### src/rtl/fexc_pkg.sv
package fexc_pkg;
  parameter int EXP_W = 8;
  parameter int MAN_W = 23;
  localparam int WORD_W = 1 + EXP_W + MAN_W;
  localparam int NUM_FLAG = 5;
  localparam int NUM_CAUSE = NUM_FLAG + 1;
  localparam int FV = 4;
  localparam int FZ = 3;
  localparam int FO = 2;
  localparam int FU = 1;
  localparam int FI = 0;
  localparam int CE = NUM_FLAG;

  typedef enum logic [2:0] {
    SEL_PASS,
    SEL_QNAN,
    SEL_INF,
    SEL_MAXF,
    SEL_ZERO
  } resSel_e;

  typedef struct packed {
    logic                 capture;
    logic                 trap;
    logic                 write;
    resSel_e              sel;
    logic [NUM_FLAG-1:0]  setFlag;
    logic [NUM_CAUSE-1:0] cause;
  } strobe_t;
endpackage

### src/rtl/fexc_ctrl.sv
module fexc_ctrl
  import fexc_pkg::*;
(
  input  logic                opValid,
  input  logic                condDenorm,
  input  logic                condInvalid,
  input  logic                condZeroDiv,
  input  logic                condRsqrtZero,
  input  logic                condOvf,
  input  logic                condUnf,
  input  logic                condInex,
  input  logic                isVecXform,
  input  logic [NUM_FLAG-1:0] enMask,
  input  logic                flushDn,
  output strobe_t             strobe
);
  logic divZero;
  logic trapE, trapV, trapZ, trapO, trapU, trapI;
  logic anyTrap;
  logic [NUM_FLAG-1:0] raised;

  always_comb begin
    divZero = condZeroDiv | condRsqrtZero;
    trapE   = condDenorm & ~flushDn;
    trapV   = enMask[FV] & (condInvalid | isVecXform);
    trapZ   = enMask[FZ] & divZero;
    trapO   = enMask[FO] & condOvf;
    trapU   = enMask[FU] & condUnf;
    trapI   = enMask[FI] & condInex;
    anyTrap = trapE | trapV | trapZ | trapO | trapU | trapI;

    raised      = '0;
    raised[FV]  = condInvalid;
    raised[FZ]  = divZero;
    raised[FO]  = condOvf;
    raised[FU]  = condUnf;
    raised[FI]  = condInex;

    strobe.capture = opValid;
    strobe.trap    = opValid & anyTrap;
    strobe.write   = opValid & ~anyTrap;
    strobe.setFlag = (opValid & ~anyTrap) ? raised : '0;

    strobe.cause     = '0;
    strobe.cause[CE] = trapE;
    strobe.cause[FV] = condInvalid | trapV;
    strobe.cause[FZ] = divZero;
    strobe.cause[FO] = condOvf;
    strobe.cause[FU] = condUnf;
    strobe.cause[FI] = condInex;

    if (condInvalid)            strobe.sel = SEL_QNAN;
    else if (divZero)           strobe.sel = SEL_INF;
    else if (condOvf)           strobe.sel = SEL_MAXF;
    else if (condUnf & flushDn) strobe.sel = SEL_ZERO;
    else                        strobe.sel = SEL_PASS;
  end
endmodule

### src/rtl/fexc_dpath.sv
module fexc_dpath
  import fexc_pkg::*;
(
  input  logic                 clk,
  input  logic                 rstN,
  input  strobe_t              strobe,
  input  logic [WORD_W-1:0]    resIn,
  input  logic                 resSign,
  input  logic                 rndMode,
  input  logic                 flagWrEn,
  input  logic [NUM_FLAG-1:0]  flagWrData,
  output logic                 trapReq,
  output logic                 dstWe,
  output logic [WORD_W-1:0]    resOut,
  output logic [NUM_CAUSE-1:0] causeOut,
  output logic [NUM_FLAG-1:0]  flagOut
);
  localparam logic [EXP_W-1:0] EXP_ONES = {EXP_W{1'b1}};

  logic [WORD_W-1:0] qNan, infVal, maxFin, sZero, ovfVal, nextRes;

  always_comb begin
    qNan   = {1'b0, EXP_ONES, 1'b1, {(MAN_W-1){1'b0}}};
    infVal = {resSign, EXP_ONES, {MAN_W{1'b0}}};
    maxFin = {resSign, EXP_ONES - 1'b1, {MAN_W{1'b1}}};
    sZero  = {resSign, {(WORD_W-1){1'b0}}};
    ovfVal = rndMode ? maxFin : infVal;
    case (strobe.sel)
      SEL_QNAN: nextRes = qNan;
      SEL_INF:  nextRes = infVal;
      SEL_MAXF: nextRes = ovfVal;
      SEL_ZERO: nextRes = sZero;
      default:  nextRes = resIn;
    endcase
  end

  always_ff @(posedge clk or negedge rstN) begin
    if (!rstN) begin
      trapReq  <= 1'b0;
      dstWe    <= 1'b0;
      resOut   <= '0;
      causeOut <= '0;
    end else begin
      trapReq <= strobe.trap;
      dstWe   <= strobe.write;
      if (strobe.write) resOut <= nextRes;
      if (strobe.capture) causeOut <= strobe.cause;
    end
  end

  for (genvar b = 0; b < NUM_FLAG; b++) begin : gFlag
    always_ff @(posedge clk or negedge rstN) begin
      if (!rstN)         flagOut[b] <= 1'b0;
      else if (flagWrEn) flagOut[b] <= flagWrData[b];
      else if (strobe.setFlag[b]) flagOut[b] <= 1'b1;
    end
  end

  assert_trap_no_write_R6: assert property (@(posedge clk) disable iff (!rstN)
    trapReq |-> !dstWe);
  assert_flag_sticky_R7: assert property (@(posedge clk) disable iff (!rstN)
    !flagWrEn |=> ((flagOut & $past(flagOut)) == $past(flagOut)));
  assert_idle_hold_R12: assert property (@(posedge clk) disable iff (!rstN)
    !strobe.capture |=> (!dstWe && !trapReq && $stable(causeOut)));
  assert_flag_load_R13: assert property (@(posedge clk) disable iff (!rstN)
    flagWrEn |=> (flagOut == $past(flagWrData)));
endmodule

### src/rtl/fpu_exc_unit.sv
module fpu_exc_unit
  import fexc_pkg::*;
(
  input  logic                 clk,
  input  logic                 rstN,
  input  logic                 opValid,
  input  logic                 condDenorm,
  input  logic                 condInvalid,
  input  logic                 condZeroDiv,
  input  logic                 condRsqrtZero,
  input  logic                 condOvf,
  input  logic                 condUnf,
  input  logic                 condInex,
  input  logic                 isVecXform,
  input  logic [WORD_W-1:0]    resIn,
  input  logic                 resSign,
  input  logic [NUM_FLAG-1:0]  enMask,
  input  logic                 flushDn,
  input  logic                 rndMode,
  input  logic                 flagWrEn,
  input  logic [NUM_FLAG-1:0]  flagWrData,
  output logic                 trapReq,
  output logic                 dstWe,
  output logic [WORD_W-1:0]    resOut,
  output logic [NUM_CAUSE-1:0] causeOut,
  output logic [NUM_FLAG-1:0]  flagOut
);
  strobe_t strobe;

  fexc_ctrl i_ctrl (
    .opValid(opValid), .condDenorm(condDenorm), .condInvalid(condInvalid),
    .condZeroDiv(condZeroDiv), .condRsqrtZero(condRsqrtZero),
    .condOvf(condOvf), .condUnf(condUnf), .condInex(condInex),
    .isVecXform(isVecXform), .enMask(enMask), .flushDn(flushDn),
    .strobe(strobe)
  );

  fexc_dpath i_dpath (
    .clk(clk), .rstN(rstN), .strobe(strobe), .resIn(resIn),
    .resSign(resSign), .rndMode(rndMode), .flagWrEn(flagWrEn),
    .flagWrData(flagWrData), .trapReq(trapReq), .dstWe(dstWe),
    .resOut(resOut), .causeOut(causeOut), .flagOut(flagOut)
  );

  assert_denorm_trap_R2: assert property (@(posedge clk) disable iff (!rstN)
    (opValid && condDenorm && !flushDn) |=> (trapReq && !dstWe));
  assert_vec_trap_R3: assert property (@(posedge clk) disable iff (!rstN)
    (opValid && isVecXform && enMask[FV]) |=> trapReq);
  assert_qnan_R8: assert property (@(posedge clk) disable iff (!rstN)
    (opValid && condInvalid) |=> (!dstWe || resOut == {1'b0, {EXP_W{1'b1}}, 1'b1, {(MAN_W-1){1'b0}}}));
endmodule

### config.mk
export PLATFORM = sky130hd
export DESIGN_NAME = fpu_exc_unit
export DESIGN_NICKNAME = d
export VERILOG_FILES = /design/src/rtl/fexc_pkg.sv /design/src/rtl/fexc_ctrl.sv /design/src/rtl/fexc_dpath.sv /design/src/rtl/fpu_exc_unit.sv
export SDC_FILE = /design/constraint.sdc
export NUM_CORES = 1
export LEC_CHECK = 0
export BUFFER_PORTS_ARGS = -buffer_cell sky130_fd_sc_hd__buf_4
export CAP_MARGIN = 5
export CORE_MARGIN = 2
export CORE_UTILIZATION = 30
export DETAILED_ROUTE_END_ITERATION = 12
export PLACE_DENSITY = 0.58
export SLEW_MARGIN = 20
export SYNTH_ARGS = -nofsm -noshare
export SYNTH_HDL_FRONTEND = slang
export SYNTH_SLANG_ARGS = --single-unit
### constraint.sdc
create_clock -name clk -period 2.4 [get_ports clk]
set_input_delay 0.36 -clock clk [delete_from_list [all_inputs] [get_ports clk]]
set_output_delay 0.36 -clock clk [all_outputs]
set_load 0.1 [all_outputs]
==> summary.txt, run 1 <==
Global route
  – Largest net degree at the start of global routing: 46
  – Vias in the first global route: 1970
  – Global-route wire length before repair: 10000 µm
  – Total gr overflow: 0
  – All-Layer GR Usage: 14.9%
  – Initial antenna violation count: 0

Setup path
  – Worst R2R End: i_dpath.flagOut[3]$_DFFE_PN0P_
  – Crit end category: flip-flop
  – Critical Path RT: 2.62 ns
  – Reg-to-reg startpoint: i_dpath.flagOut[3]$_DFFE_PN0P_
  – Most common cell on crit path: buf_4
  – WS Path Type: input pin to flip-flop
  – Critical Path Max Stage Delay: 0.35 ns
  – R2r setup slk: 1.45 ns
  – Worst reg2reg path depth: 2
  – Critical path launch point type: input pin
  – Cell Chain, Critical Path: buf_4 > nor4_4 > buf_4 > and2_1 > buf_4 > a211oi_1 > a21oi_1
  – Critical path peak fanout: 23
  – CP arrival: 1.75 ns
  – CP max-delay cell: buf_4

Power
  – Max VDD drop: 0.594 mV
  – Pwr dens: 1080 nW/µm²
  – Power Total: 3.47 mW
  – Pleak: 1.37 nW

Placed design
  – Pre-CTS WS: 0.542 ns
  – PortBufs: 101
  – Hpwl dp: 4270 µm
  – Placer congestion estimate: 0.712

Clock network
  – CTS Sinks: 45
  – Cts repair resizes: 0
  – CTS Hold Buffers Added: 0
  – # H-tree levels: 2
  – Clk slew on worst S/H paths: 0.09 ns
  – Postcts setup bufs: 0
  – Clk root buf: clkbuf_8
  – Bufs on Longest Clock Path: 2
  – Clock Latency Late Sink: 0.30 ns
  – CTS Buf Count: 5
  – CTS tree: built

Yosys
  – Synthesis-stage register bit count: 45
  – Cell variety after synth: 33
  – Post-synthesis cell count: 196
  – Seq/Total Area, Yosys: 49.4%
  – Mean Syn Cell Area: 11.6 µm²
  – Ys Warns: 0
  – Syn_nets: 253
  – Mapped cell area: 2280 µm²

Route
  – Antenna Nets Post-Route: 0
  – Wire length per cell: 15.6 µm
  – Drt total wl: 6110 µm
  – Drt pass-1 iters: 4
  – Via-to-Cell Ratio: 5.00
  – DRC viols: 0
  – Initial DRC Count: 51
  – DR vias: 1955

STA
  – Setup TNS: 0 ns
  – Hold WS: 0.0511 ns
  – Final period util: 63.7%
  – Worst-margin pin slew: 0.584 ns
  – Final hold violations: 0
  – Final WS setup: 0.871 ns
  – Slew Limit Fails: 0
  – Crit path time final: 1.53 ns
  – Layout Skew: 0 ns
  – RSZ-0062 raised after global routing: false
  – Final setup vio count: 0
  – Max-slew headroom: 61.1%
  – FMAX: 654 MHz

Finish
  – Share of cells above drive strength 1: 58.6%
  – Area Growth Syn to Fin: 40.5%
  – Nets: 348
  – Leading cell type in the layout, fill and taps excluded: buf_4
  – Number of inserted diodes: 0
  – Final core utilization: 43.9%
  – Most frequent cells in the layout: 109 x buf_4, 45 x dfrtp_1, 40 x a21oi_2

Run status
  – Status: finished clean

Floorplan
  – Die span in x: 91.2 µm
  – Core box area: 7290 µm²
  – Ports: 102
  – Initial Utilization: 31.3%
  – Rows: 31
  – Vert. Die Dim: 91.2 µm
  – Die area: 8310 µm²

Flow run
  – Max-Cap Viols: 0

Min path
  – Worst Hold Class: input pin to asynchronous set/reset pin
==> power by group <==
group          internal (mW)  total [mW]  leakage (nW)  switching [mW]
combinational          0.388        1.80         0.791            1.41
clock                  0.414       0.677        0.0681           0.263
sequential             0.909       0.997         0.511          0.0876
total                   1.71        3.47          1.37            1.76
==> cell usage after synthesis <==
master	n	area share, %
nor3_1	1	0.22
or2_1	1	0.27
buf_8	1	0.66
and2_1	1	0.27
a2111oi_0	1	0.38
clkbuf_1	9	1.5
mux2_1	1	0.49
dfrtp_1	45	49
nor4_4	1	0.93
a211oi_4	1	0.88
a211oi_1	1	0.33
mux2i_1	1	0.44
buf_6	4	2.0
nor2b_1	1	0.27
a41oi_1	1	0.38
a31o_1	5	1.9
and3_1	2	0.55
nand3b_1	1	0.33
mux2_2	10	4.9
nand2b_1	1	0.27
buf_2	2	0.44
a21boi_1	1	0.33
nand2_1	8	1.3
buf_1	1	0.16
buf_12	2	1.8
nor2_1	2	0.33
buf_4	2	0.66
a21oi_2	41	16
o21a_1	1	0.33
inv_1	1	0.16
a22o_1	1	0.38
a21oi_1	7	1.5
a31oi_1	38	10
==> flip-flops by register name, summed over array words and instances, names as in the netlist <==
name	flops
i_dpath.causeOut	6
i_dpath.dstWe	1
i_dpath.flagOut	5
i_dpath.resOut	32
i_dpath.trapReq	1
==> worst max path at each step <==
stage           startpoint                        endpoint  slack [ns]  cells after the start
6_report       condInvalid  i_dpath.resOut[22]$_DFFE_PN0N_        0.87                      7
5_1_grt        condInvalid  i_dpath.resOut[22]$_DFFE_PN0N_        0.77                      7
4_1_cts            condUnf  i_dpath.resOut[23]$_DFFE_PN0N_        0.87                      6
3_5_place_dp       condUnf  i_dpath.resOut[23]$_DFFE_PN0N_        0.54                      6
3_3_place_gp   condInvalid  i_dpath.resOut[22]$_DFFE_PN0N_        0.55                      7
2_1_floorplan      condUnf  i_dpath.resOut[25]$_DFFE_PN0N_        0.83                      6
==> per-layer routing <==
metal / share of wire (%) / routed length [µm] / GRT usage, % / up-vias
li1: - / - / - / 932
met1: 45 / 2730 / 19.9 / 938
met2: 48 / 2940 / 24.3 / 79
met3: 6.5 / 396 / 4.07 / 6
met4: 0.66 / 40 / 3.16 / 0
met5: 0 / 0 / 0 / -
==> metrics by stage <==
stage	instances	cell area, µm²
after floorplan	196	2280
after global placement	383	3070
after detailed placement	383	3070
after CTS	391	3200
after global routing	391	3200
final	391	3200
==> critical path, delay by kind of cell <==
kind	cells	cell delay (ns)
and+or+nand+nor	2	0.41
buffers and inverters	3	0.70
AOI/OAI and AO/OA	2	0.29
==> logic make-up (layout without fill, tap and decap cells) <==
group	Yosys count	in the layout	share of synthesized area (%)
muxes	12	12	5.87
AOI/OAI and AO/OA	98	98	32.7
DFF	45	45	49.4
buffers and inverters	22	118	7.30
and+or+nand+nor	19	19	4.78
==> area by class of cell <==
cell class / instances / area, µm²
clock buffers: 5 / 68.8
clock inverters: 3 / 65.1
fillers: 736 / 4090
inverters: 1 / 3.75
multi-input cells: 129 / 996
flip-flops and latches: 45 / 1130
well taps: 99 / 124
repair buffers: 109 / 818
Power figures use the tool's default switching activity.
==> inputs of run 2 (changes only) <==
- clock period: 2.4 -> 1.55 ns (I/O delays scaled with it)
==> run 2 against run 1 <==
Die area stayed put. Non-clock buffer count rose by 6. Clock skew stayed put. Sequential cell count unchanged. First-iteration DRC count fell by 16%. Global-route usage up 0.22 points. Critical path type unchanged. Critical endpoint is now i_dpath.resOut[23]$_DFFE_PN0N_. Largest cell class unchanged. Highest routed layer unchanged.
==> summary.txt, run 2 (synthesized netlist as in run 1, its figures left out) <==
Setup path
  – Critical path peak fanout: 32 (+39%)
  – Most common cell on crit path: buf_4
  – CP max-delay cell: buf_4
  – R2r setup slk: 0.60 ns (-0.85 ns)
  – CP arrival: 1.51 ns (-0.24 ns)
  – Critical path launch point type: input pin
  – Critical Path Max Stage Delay: 0.37 ns (+0.02 ns)
  – Worst reg2reg path depth: 2 (unchanged)
  – Cell Chain, Critical Path: buf_4 > a22o_1 > a211oi_4 > buf_4 > a31oi_1 > a41oi_1
  – Crit end category: flip-flop
  – Critical Path RT: 1.76 ns (-0.86 ns)
  – WS Path Type: input pin to flip-flop

Global route
  – Total gr overflow: 0 (unchanged)
  – All-Layer GR Usage: 15.1% (+0.22 points)
  – Vias in the first global route: 1974 (+0.20%)
  – Global-route wire length before repair: 10100 µm (+1.4%)
  – Largest net degree at the start of global routing: 46 (unchanged)
  – Initial antenna violation count: 0 (unchanged)

Run status
  – Status: finished clean

STA
  – RSZ-0062 raised after global routing: false
  – Hold WS: 0.186 ns (+0.135 ns)
  – Crit path time final: 1.30 ns
  – FMAX: 769 MHz
  – Max-slew headroom: 61.3% (+0.25 points)
  – Layout Skew: 0 ns (unchanged)
  – Final period util: 83.9%
  – Worst-margin pin slew: 0.580 ns (-0.00369 ns)
  – Final setup vio count: 0 (unchanged)
  – Slew Limit Fails: 0 (unchanged)
  – Final hold violations: 0 (unchanged)

Finish
  – Final Instance Count excl. Fillers: 396 (+1.3%)
  – Most frequent cells in the layout: 110 x buf_4, 45 x dfrtp_1, 40 x a21oi_2
  – Fillers: 739 (+0.41%)
  – Biggest register: i_dpath.resOut
  – Leading cell type in the layout, fill and taps excluded: buf_4
  – Nets: 354 (+1.7%)
  – Area Growth Syn to Fin: 42.6%
  – Top Registers: i_dpath.resOut: 32 flops, i_dpath.causeOut: 6 flops, i_dpath.flagOut: 5 flops
  – Number of inserted diodes: 0 (unchanged)
  – Max FFs per register: 32 (unchanged)
  – Share of cells above drive strength 1: 58.6% (about the same)

Floorplan
  – Rows: 31 (unchanged)
  – Die span in x: 91.2 µm (unchanged)
  – Die area: 8310 µm² (unchanged)
  – Ports: 102 (unchanged)
  – Vert. Die Dim: 91.2 µm (unchanged)
  – Initial Utilization: 31.3% (unchanged)
  – Core box area: 7290 µm² (unchanged)

Power
  – Max VDD drop: 0.710 mV (+20%)
  – Pwr dens: 1570 nW/µm² (+44%)
  – Pleak: 1.39 nW (+1.1%)

Clock network
  – Clk slew on worst S/H paths: 0.08 ns (about the same)
  – CTS tree: built
  – CTS Sinks: 45 (unchanged)
  – Bufs on Longest Clock Path: 2 (unchanged)
  – CTS Buf Count: 5 (unchanged)
  – Clock Latency Late Sink: 0.29 ns (about the same)
  – # H-tree levels: 2 (unchanged)
  – Cts repair resizes: 0 (unchanged)
  – Clk root buf: clkbuf_8

Placed design
  – Placer congestion estimate: 0.787 (+11%)
  – Inst Count DP: 388 (+1.3%)
  – Hpwl dp: 4350 µm (+1.8%)
  – PortBufs: 101 (unchanged)

Min path
  – Worst Hold Class: input pin to flip-flop
  – Hold path depth: 2

Route
  – DRC viols: 0 (unchanged)
  – Drt pass-1 iters: 5 (+1)
  – Wire length per cell: 15.7 µm (+0.78%)
  – Via-to-Cell Ratio: 5.01 (+0.15%)
  – Antenna Nets Post-Route: 0 (unchanged)
  – DR vias: 1983 (+1.4%)
  – Drt total wl: 6230 µm (+2.1%)
  – Initial DRC Count: 43 (-16%)

Flow run
  – Max-Cap Viols: 0 (unchanged)
-- run 2: cell count changes in the layout (fill, tap and decap cells not counted) --
| cell | previous run | this run |
|---|---|---|
| buf_12 | 0 | 4 |
| buf_4 | 109 | 110 |
| bufinv_16 | 2 | 0 |
| clkbuf_1 | 0 | 1 |
| clkbuf_8 | 5 | 6 |
| clkinv_2 | 1 | 0 |
| dlygate4sd3_1 | 0 | 1 |
-- run 2: metal layers --
metal / vias to the layer above / track usage (%) / routed length (µm)
li1: 940 / - / -
met1: 971 / 20.6 / 2880
met2: 68 / 24.1 / 2920
met3: 4 / 4.15 / 402
met4: 0 / 3.41 / 29
met5: - / 0 / 0
-- run 2: worst paths after layout --
kind,start,end
min,condInex,i_dpath.flagOut[0]$_DFFE_PN0P_
max reg2reg,i_dpath.flagOut[4]$_DFFE_PN0P_,i_dpath.flagOut[4]$_DFFE_PN0P_
min in group asynchronous,rstN,i_dpath.causeOut[1]$_DFFE_PN0P_
max in group asynchronous,rstN,i_dpath.resOut[3]$_DFFE_PN0N_
max,condUnf,i_dpath.resOut[23]$_DFFE_PN0N_
min reg2reg,i_dpath.resOut[8]$_DFFE_PN0N_,i_dpath.resOut[8]$_DFFE_PN0N_
-- run 2: worst max-delay path: cells and delay by family --
| kind | cells | cell delay, ns |
|---|---|---|
| buffers and inverters | 2 | 0.49 |
| AOI/OAI and AO/OA | 4 | 0.78 |
-- run 2: power by group --
part / switching, mW / internal [mW]
clock: 0.385 / 0.355
combinational: 2.18 / 0.618
sequential: 0.142 / 1.41
total: 2.71 / 2.38
-- run 2: cell type report --
class | count | area, µm² | share of cell area (%)
Multi-Input combinational cell | 129 | 996 | 30.6
Tap cell | 99 | 124 | 3.81
Timing Repair Buffer | 115 | 916 | 28.2
Inverter | 1 | 3.75 | 0.115
Sequential cell | 45 | 1130 | 34.6
Clock buffer | 7 | 86.3 | 2.65
-- run 2: what timing repair did --
| item | in CTS | in global routing |
|---|---|---|
| endpoints found under the setup margin | 0 | 0 |
| hold buffers | 1 | 0 |
| hold endpoints to repair | 45 | 0 |
| buffers inserted | 0 | 0 |
-- run 2: through the flow --
stage               setup slack [ns]  total power [mW]  setup TNS, ns  util (%)  area (µm²)
global route                   0.156              5.30              0      44.6        3250
detailed placement           -0.0442              4.39         -0.112      43.3        3160
global placement             -0.0442              4.37        -0.0547      43.3        3160
floorplan                      0.105              3.70              0         -        2280
finish                         0.250              5.09              0      44.6        3250
CTS                            0.263              5.13              0      44.6        3250
==> inputs of run 3 (changes only) <==
- clock period: 1.55 -> 1.3 ns (I/O delays scaled with it)
==> run 3 against run 2 <==
Largest power group unchanged. Sequential power up 19%. Worst hold slack got worse by 0.029 ns. Critical endpoint is now i_dpath.resOut[31]$_DFFE_PN0N_. Sequential cell count did not move. Wire length up 1.4%. Largest cell class unchanged.
==> summary.txt, run 3 (synthesized netlist as in run 1, its figures left out) <==
Global route
  – Initial antenna violation count: 0 (unchanged)
  – All-Layer GR Usage: 15.0% (-0.16 points)
  – Total gr overflow: 0 (unchanged)
  – Vias in the first global route: 2028 (+2.7%)
  – Global-route wire length before repair: 10100 µm (-0.41%)
  – Largest net degree at the start of global routing: 46 (unchanged)

Run status
  – Status: finished clean

STA
  – Hold WS: 0.157 ns (-0.0285 ns)
  – Final setup vio count: 0 (unchanged)
  – Worst-margin pin slew: 0.587 ns (+0.00688 ns)
  – FMAX: 837 MHz
  – Layout Skew: 0 ns (unchanged)
  – RSZ-0062 raised after global routing: false
  – Final hold violations: 0 (unchanged)
  – Max-slew headroom: 60.9% (-0.46 points)
  – Crit path time final: 1.19 ns
  – Slew Limit Fails: 0 (unchanged)
  – Final period util: 91.9%

Clock network
  – Clock Latency Late Sink: 0.28 ns (about the same)
  – Postcts setup bufs: 0 (unchanged)
  – Bufs on Longest Clock Path: 2 (unchanged)
  – CTS tree: built
  – # H-tree levels: 2 (unchanged)
  – CTS Buf Count: 5 (unchanged)
  – CTS Sinks: 45 (unchanged)
  – Clk slew on worst S/H paths: 0.08 ns (about the same)
  – Clk root buf: clkbuf_8

Setup path
  – Critical Path RT: 1.48 ns (-0.28 ns)
  – Cell Chain, Critical Path: buf_4 > a2111oi_1 > mux2i_1 > nor2_1 > mux2_1
  – CP max-delay cell: a2111oi_1
  – Critical Path Max Stage Delay: 0.46 ns (+0.09 ns)
  – Crit end category: flip-flop
  – Worst reg2reg path depth: 2 (unchanged)
  – CP arrival: 1.37 ns (-0.14 ns)
  – Critical path peak fanout: 3 (-91%)
  – WS Path Type: input pin to flip-flop
  – Critical path launch point type: input pin

Finish
  – Sequential Area: 1130 µm² (+0.56%)
  – Biggest register: i_dpath.resOut
  – Final Instance Area: 3360 µm² (+3.4%)
  – Multi-input gate area: 1010 µm² (+1.4%)
  – Leading cell type in the layout, fill and taps excluded: buf_4
  – Max FFs per register: 32 (unchanged)
  – Nets: 362 (+2.3%)
  – Share of cells above drive strength 1: 62.1% (+3.5 points)
  – Number of inserted diodes: 0 (unchanged)
  – Area Growth Syn to Fin: 47.5%
  – Fillers: 724 (-2.0%)
  – Top Registers: i_dpath.resOut: 32 flops, i_dpath.causeOut: 6 flops, i_dpath.flagOut: 5 flops
  – Most frequent cells in the layout: 118 x buf_4, 41 x a21oi_2, 40 x dfrtp_1

Route
  – Initial DRC Count: 61 (+42%)
  – Via-to-Cell Ratio: 4.96 (-0.89%)
  – DR vias: 2010 (+1.4%)
  – Antenna Nets Post-Route: 0 (unchanged)
  – Drt total wl: 6320 µm (+1.4%)
  – Drt pass-1 iters: 4 (-1)
  – Wire length per cell: 15.6 µm (-0.86%)
  – DRC viols: 0 (unchanged)

Power
  – Pwr dens: 1870 nW/µm² (+20%)
  – Max VDD drop: 1.32 mV (+86%)
  – Pleak: 1.44 nW (+3.6%)

Floorplan
  – Core box area: 7290 µm² (unchanged)
  – Ports: 102 (unchanged)
  – Initial Utilization: 31.3% (unchanged)
  – Die span in x: 91.2 µm (unchanged)
  – Rows: 31 (unchanged)
  – Vert. Die Dim: 91.2 µm (unchanged)
  – Die area: 8310 µm² (unchanged)

Flow run
  – Max-Cap Viols: 0 (unchanged)

Min path
  – Hold path depth: 3 (+1)
  – Worst Hold Class: input pin to flip-flop

Placed design
  – Area after DPL: 3230 µm² (+2.4%)
  – PortBufs: 101 (unchanged)
  – Placer congestion estimate: 0.729 (-7.5%)
  – Hpwl dp: 4630 µm (+6.4%)
==> run 3: worst max-delay path, delay by kind of cell <==
| kind | cells | cell delay (ns) |
|---|---|---|
| compound gates | 1 | 0.46 |
| simple gates | 1 | 0.05 |
| buf+inv | 1 | 0.14 |
| mux | 2 | 0.53 |
==> run 3: repair_timing <==
| item | CTS | global route |
|---|---|---|
| resized for setup | 0 | 1 |
| hold buffers | 1 | 0 |
| endpoints found under the hold margin | 45 | 0 |
| endpoints found under the setup margin | 0 | 2 |
==> run 3: path summary, 6_finish.rpt <==
| path | start | endpoint | slack (ns) |
|---|---|---|---|
| setup / recovery | condOvf | i_dpath.resOut[31]$_DFFE_PN0N_ | 0.11 |
| setup reg to reg | i_dpath.flagOut[2]$_DFFE_PN0P_ | i_dpath.flagOut[2]$_DFFE_PN0P_ | 0.34 |
| hold reg to reg | i_dpath.resOut[31]$_DFFE_PN0N_ | i_dpath.resOut[31]$_DFFE_PN0N_ | 0.50 |
| min in group asynchronous | rstN | i_dpath.flagOut[0]$_DFFE_PN0P_ | 0.45 |
| hold / removal | resIn[27] | i_dpath.resOut[27]$_DFFE_PN0N_ | 0.16 |
| max in group asynchronous | rstN | i_dpath.flagOut[3]$_DFFE_PN0P_ | 0.43 |
==> run 3: per-layer routing <==
metal	global-route usage, %	vias up	share of wire (%)
li1	-	954	-
met1	19.6	972	45
met2	24.8	76	48
met3	3.65	8	6.5
met4	3.79	0	0.87
met5	0	-	0
==> run 3: power breakdown <==
group          internal (mW)  total [mW]  switching (mW)
combinational          0.760        3.37            2.61
sequential              1.68        1.85           0.166
clock                  0.627        1.08           0.450
==> run 3: cell type report <==
class / count / share of cell area, %
Timing Repair Buffer: 123 / 29.0
Clock buffer: 7 / 2.57
Clock inverter: 1 / 0.893
Tap cell: 99 / 3.68
Sequential cell: 45 / 33.7
Inverter: 1 / 0.112
Multi-Input combinational cell: 129 / 30.0
==> run 3: stage by stage <==
step	setup TNS, ns	utilization, %	cells	setup WS, ns	power, mW
after floorplan	-0.996	-	196	-0.0454	4.42
after global placement	-5.55	44.3	396	-0.192	5.24
after detailed placement	-6.18	44.3	396	-0.216	5.26
after CTS	0	46.0	405	0.106	6.36
after global routing	0	46.1	405	0.0510	6.53
final	0	46.1	405	0.106	6.30
